`config.mk`:
```
export PLATFORM = sky130hd
export DESIGN_NAME = dual_phase_nco
export DESIGN_NICKNAME = d
export VERILOG_FILES = /design/src/rtl/dual_phase_nco.sv
export SDC_FILE = /design/constraint.sdc
export NUM_CORES = 1
export LEC_CHECK = 0
export BUFFER_PORTS_ARGS = -buffer_cell sky130_fd_sc_hd__buf_2
export CORE_MARGIN = 5
export CORE_UTILIZATION = 55
export CTS_CLUSTER_SIZE = 25
export DETAILED_ROUTE_END_ITERATION = 16
export PLACE_DENSITY = 0.77
export RECOVER_POWER = 25
export SYNTH_ARGS = -nofsm -noshare
export SYNTH_HDL_FRONTEND = slang
export SYNTH_SLANG_ARGS = --single-unit
```
`constraint.sdc`:
```
create_clock -name clk -period 2.3 [get_ports clk]
set_input_delay 0.46 -clock clk [delete_from_list [all_inputs] [get_ports clk]]
set_output_delay 0.46 -clock clk [all_outputs]
set_load 0.05 [all_outputs]
```
`src/rtl/dual_phase_nco.sv`:
```
`timescale 1ns/1ps
module dual_phase_nco #(
  parameter int WIDTH = 16
) (
  input  logic             clk,
  input  logic             rst_n,
  input  logic [WIDTH-1:0] incr,
  input  logic             load,
  output logic             wave_out
);
  localparam int MSB = WIDTH - 1;

  logic [WIDTH-1:0] step, acc_a, acc_b;
  logic [WIDTH-1:0] step2;
  logic             pos_q, neg_q;

  assign step2 = {step[MSB-1:0], 1'b0};

  always_ff @(posedge clk or negedge rst_n) begin
    if (!rst_n) begin
      step  <= '0;
      acc_a <= '0;
      acc_b <= '0;
    end else if (load) begin
      step  <= incr;
      acc_a <= '0;
      acc_b <= incr;
    end else begin
      acc_a <= acc_a + step2;
      acc_b <= acc_b + step2;
    end
  end

  // Only one of these flops toggles per edge, so the XOR cannot glitch.
  always_ff @(posedge clk or negedge rst_n) begin
    if (!rst_n) pos_q <= 1'b0;
    else        pos_q <= acc_b[MSB] ^ neg_q;
  end

  always_ff @(negedge clk or negedge rst_n) begin
    if (!rst_n) neg_q <= 1'b0;
    else        neg_q <= acc_a[MSB] ^ pos_q;
  end

  assign wave_out = pos_q ^ neg_q;


  load_init_chk: assert property (@(posedge clk) disable iff (!rst_n)
    load |=> (acc_a == '0 && acc_b == $past(incr) && step == $past(incr)));


  same_advance_chk: assert property (@(posedge clk) disable iff (!rst_n)
    !load |=> (WIDTH'(acc_b - $past(acc_b)) == WIDTH'(acc_a - $past(acc_a))));


  phase_offset_chk: assert property (@(posedge clk) disable iff (!rst_n)
    WIDTH'(acc_b - acc_a) == step);


  incr_hold_chk: assert property (@(posedge clk) disable iff (!rst_n)
    !load |=> $stable(step));


  low_phase_src_chk: assert property (@(posedge clk) disable iff (!rst_n)
    wave_out == acc_a[MSB]);
endmodule

```
==> summary.txt <==
Detailed routing
  – DR DRC count: 0
  – Wirelength per Cell: 15.65 µm
  – Pre-antenna DRT Iters: 4
  – Post-route antenna net violation count: 0
  – Vias per Instance: 5.946
  – Detailed Route Iter0 Violations: 123
  – WL final: 6.653 mm
  – Routed vias: 2527

Critical path
  – CP Class: reg2out
  – Register-to-Register Path Depth: 7
  – Worst EP arrival: 2.28 ns
  – R2R Path Start: step[0]
  – CP startpoint: neg_q
  – Max FO, Critical Path: 2
  – Crit. End Element: primary output
  – CP startpoint kind: flop
  – Required time of the critical path: 1.84 ns

Flow run
  – Maxcap violations: 0

Die
  – Row count: 27
  – Die width: 84.37 µm
  – IO Pins: 20
  – Core ar.: 5439 µm²
  – Initial core utilization: 55.92%
  – Die Y: 84.37 µm
  – Die ar.: 7117 µm²

Cells and area
  – Final non-filler cell total: 425
  – Post-layout net count: 401
  – Share of cells above drive strength 1: 13.88%
  – Most frequent cells in the layout: 46 x dfrtp_1, 27 x nand2_1, 27 x o21ai_0, 27 x ha_1, 21 x a21oi_1
  – Area growth syn-to-layout: 11.35%
  – Post-route cell area: 3387 µm²
  – Final Util: 62.27%
  – Antenna diodes: 0
  – Commonest non-fill, non-tap cell in the layout: dfrtp_1

Worst hold path
  – Hold_sp: incr[4]
  – WHS Path Cells: 3
  – Worst hold-check path type: in2reg

Synthesis
  – Async S/R FF share, synth: 100.0%
  – Synth warnings: 0
  – Synth top area cells: dfrtp_1 38%, ha_1 12%, o21ai_0 4.4%, a21oi_1 3.5%, nand2_1 3.3%
  – Top cell type's share of synthesized area: 37.84%
  – Mapped Area: 3042 µm²
  – Synth Instances: 329
  – Sequential element share of the synthesized area: 38.67%
  – Avg Cell Area, Syn: 9.245 µm²
  – Netlist cell types: 53
  – Synth Flop Type: dfrtp_1
  – Yosys reg bits: 47
  – Area leader, netlist: dfrtp_1
  – Post-synth EDFFs: 0
  – Syn nets: 378

Clock tree
  – CTS H-tree depth: 2
  – Worst-Skew Late Latency: 0.30 ns
  – Clock root buffer: clkbuf_8
  – Sink Count: 47
  – CTS tree: built
  – Clock buffer depth: 2
  – CTS Buf Count: 5
  – Clock slew at reported path FFs: 0.08 ns

Timing
  – Setup slack after layout: -0.4365 ns
  – Final Setup Violations: 1
  – Unrepaired setup endpoints after global routing: true
  – Final Max Slew Viols: 0
  – Clk_skew: 0.004642 ns
  – Fin. Hold Viols: 0
  – Worst Tran Pin Value: 1.134 ns
  – Slew margin rel.: 24.43%

Global routing
  – Vias in the first global route: 2450
  – Congestion Overflow GR: 0
  – Gr usage total: 19.53%
  – Largest net degree at the start of global routing: 47
  – First-pass GRT wire length: 11.37 mm
  – Initial antenna violation count: 0

Status
  – Status: finished, violations left
  – Failing checks: setup timing

Power and ir drop
  – Design Power: 3.532 mW
  – Static Leakage: 1.541 nW
  – Peak VDD IR: 0.6930 mV
  – P per Cell Area: 1043 nW/µm²

Placed design
  – Dpl cells: 415
  – Number of port buffers: 19
  – GPL Wtd Cong: 0.9122
  – Hpwl dp: 4.880 mm
  – Area after DPL: 3259 µm²
## worst max-delay path: stages (launching register included)
cell     delay [ns]
dfrtn_1        0.49
xor2_4         0.16
buf_6          0.17
## cell usage after synthesis, drive strengths merged (7+ instances only)
| cell type | n |
|---|---|
| nand3 | 11 |
| a21o | 8 |
| xor2 | 9 |
| clkbuf | 9 |
| o21ai | 34 |
| nor2b | 7 |
| nor3 | 11 |
| nand2 | 27 |
| o21a | 9 |
| dfrtp | 46 |
| nor2 | 19 |
| ha | 28 |
| a21oi | 22 |
| inv | 20 |
## kinds of logic after synthesis
group / after synthesis / synth area share (%)
AOI/OAI and AO/OA: 107 / 23.24
xor gates and xnor gates: 13 / 3.743
adders and majority gates: 30 / 12.83
buffers and inverters: 31 / 3.908
DFF: 47 / 38.67
muxes: 8 / 2.838
and+or+nand+nor: 93 / 14.77
## where the power goes
part	internal, mW	switching, mW
logic	0.797	1.07
registers	1.05	0.133
clock network	0.214	0.267
total	2.06	1.47
## worst paths after layout
kind / to / slack, ns
setup reg to reg: acc_a[13] / 0.12
min in group asynchronous: step[13] / 0.56
max in group asynchronous: acc_a[8] / 1.04
hold / removal: step[4] / 0.38
setup / recovery: wave_out / -0.44
hold reg to reg: pos_q / 0.51
## routing by layer
metal | vias up | routed length, µm | GRT usage, %
met5 | - | 0 | 0
li1 | 1250 | - | -
met3 | 15 | 263 | 4.612
met2 | 62 | 3326 | 32.57
met4 | 0 | 160 | 6.619
met1 | 1200 | 2903 | 25.00
## metrics by stage
step	setup slack, ns	hold slack [ns]	setup TNS (ns)
floorplan	-0.1479	0.1644	-0.1479
global placement	-0.1874	0.4954	-0.1874
detailed placement	-0.2067	0.4991	-0.2067
CTS	-0.4488	0.3095	-0.4488
global route	-0.4775	0.3978	-0.4775
finish	-0.4365	0.3828	-0.4365
## state kept, by name, indices dropped and copies added, names as in the netlist
| register | cells |
|---|---|
| acc_a | 15 |
| acc_b | 15 |
| pos_q | 1 |
| step | 15 |
| neg_q | 1 |
## layout make-up
| type | instances | area [µm²] |
|---|---|---|
| fillers | 490 | 2052 |
| multi-input cells | 251 | 1794 |
| flip-flops and latches | 47 | 1176 |
| repair buffers | 27 | 170.2 |
| well taps | 72 | 90.09 |
| clock buffers | 7 | 76.32 |
| inverters | 20 | 75.07 |
| clock inverters | 1 | 5.005 |
## repair_timing
action                                 in CTS  in global routing
hold buffers                                0                  0
setup endpoints to repair                   2                  6
resized for setup                           3                  6
endpoints found under the hold margin       0                  0
pin swaps                                   1                  4
buffers inserted                            0                  2
cloned                                      0                  0
Note: power is estimated with default switching activity, not from simulation.
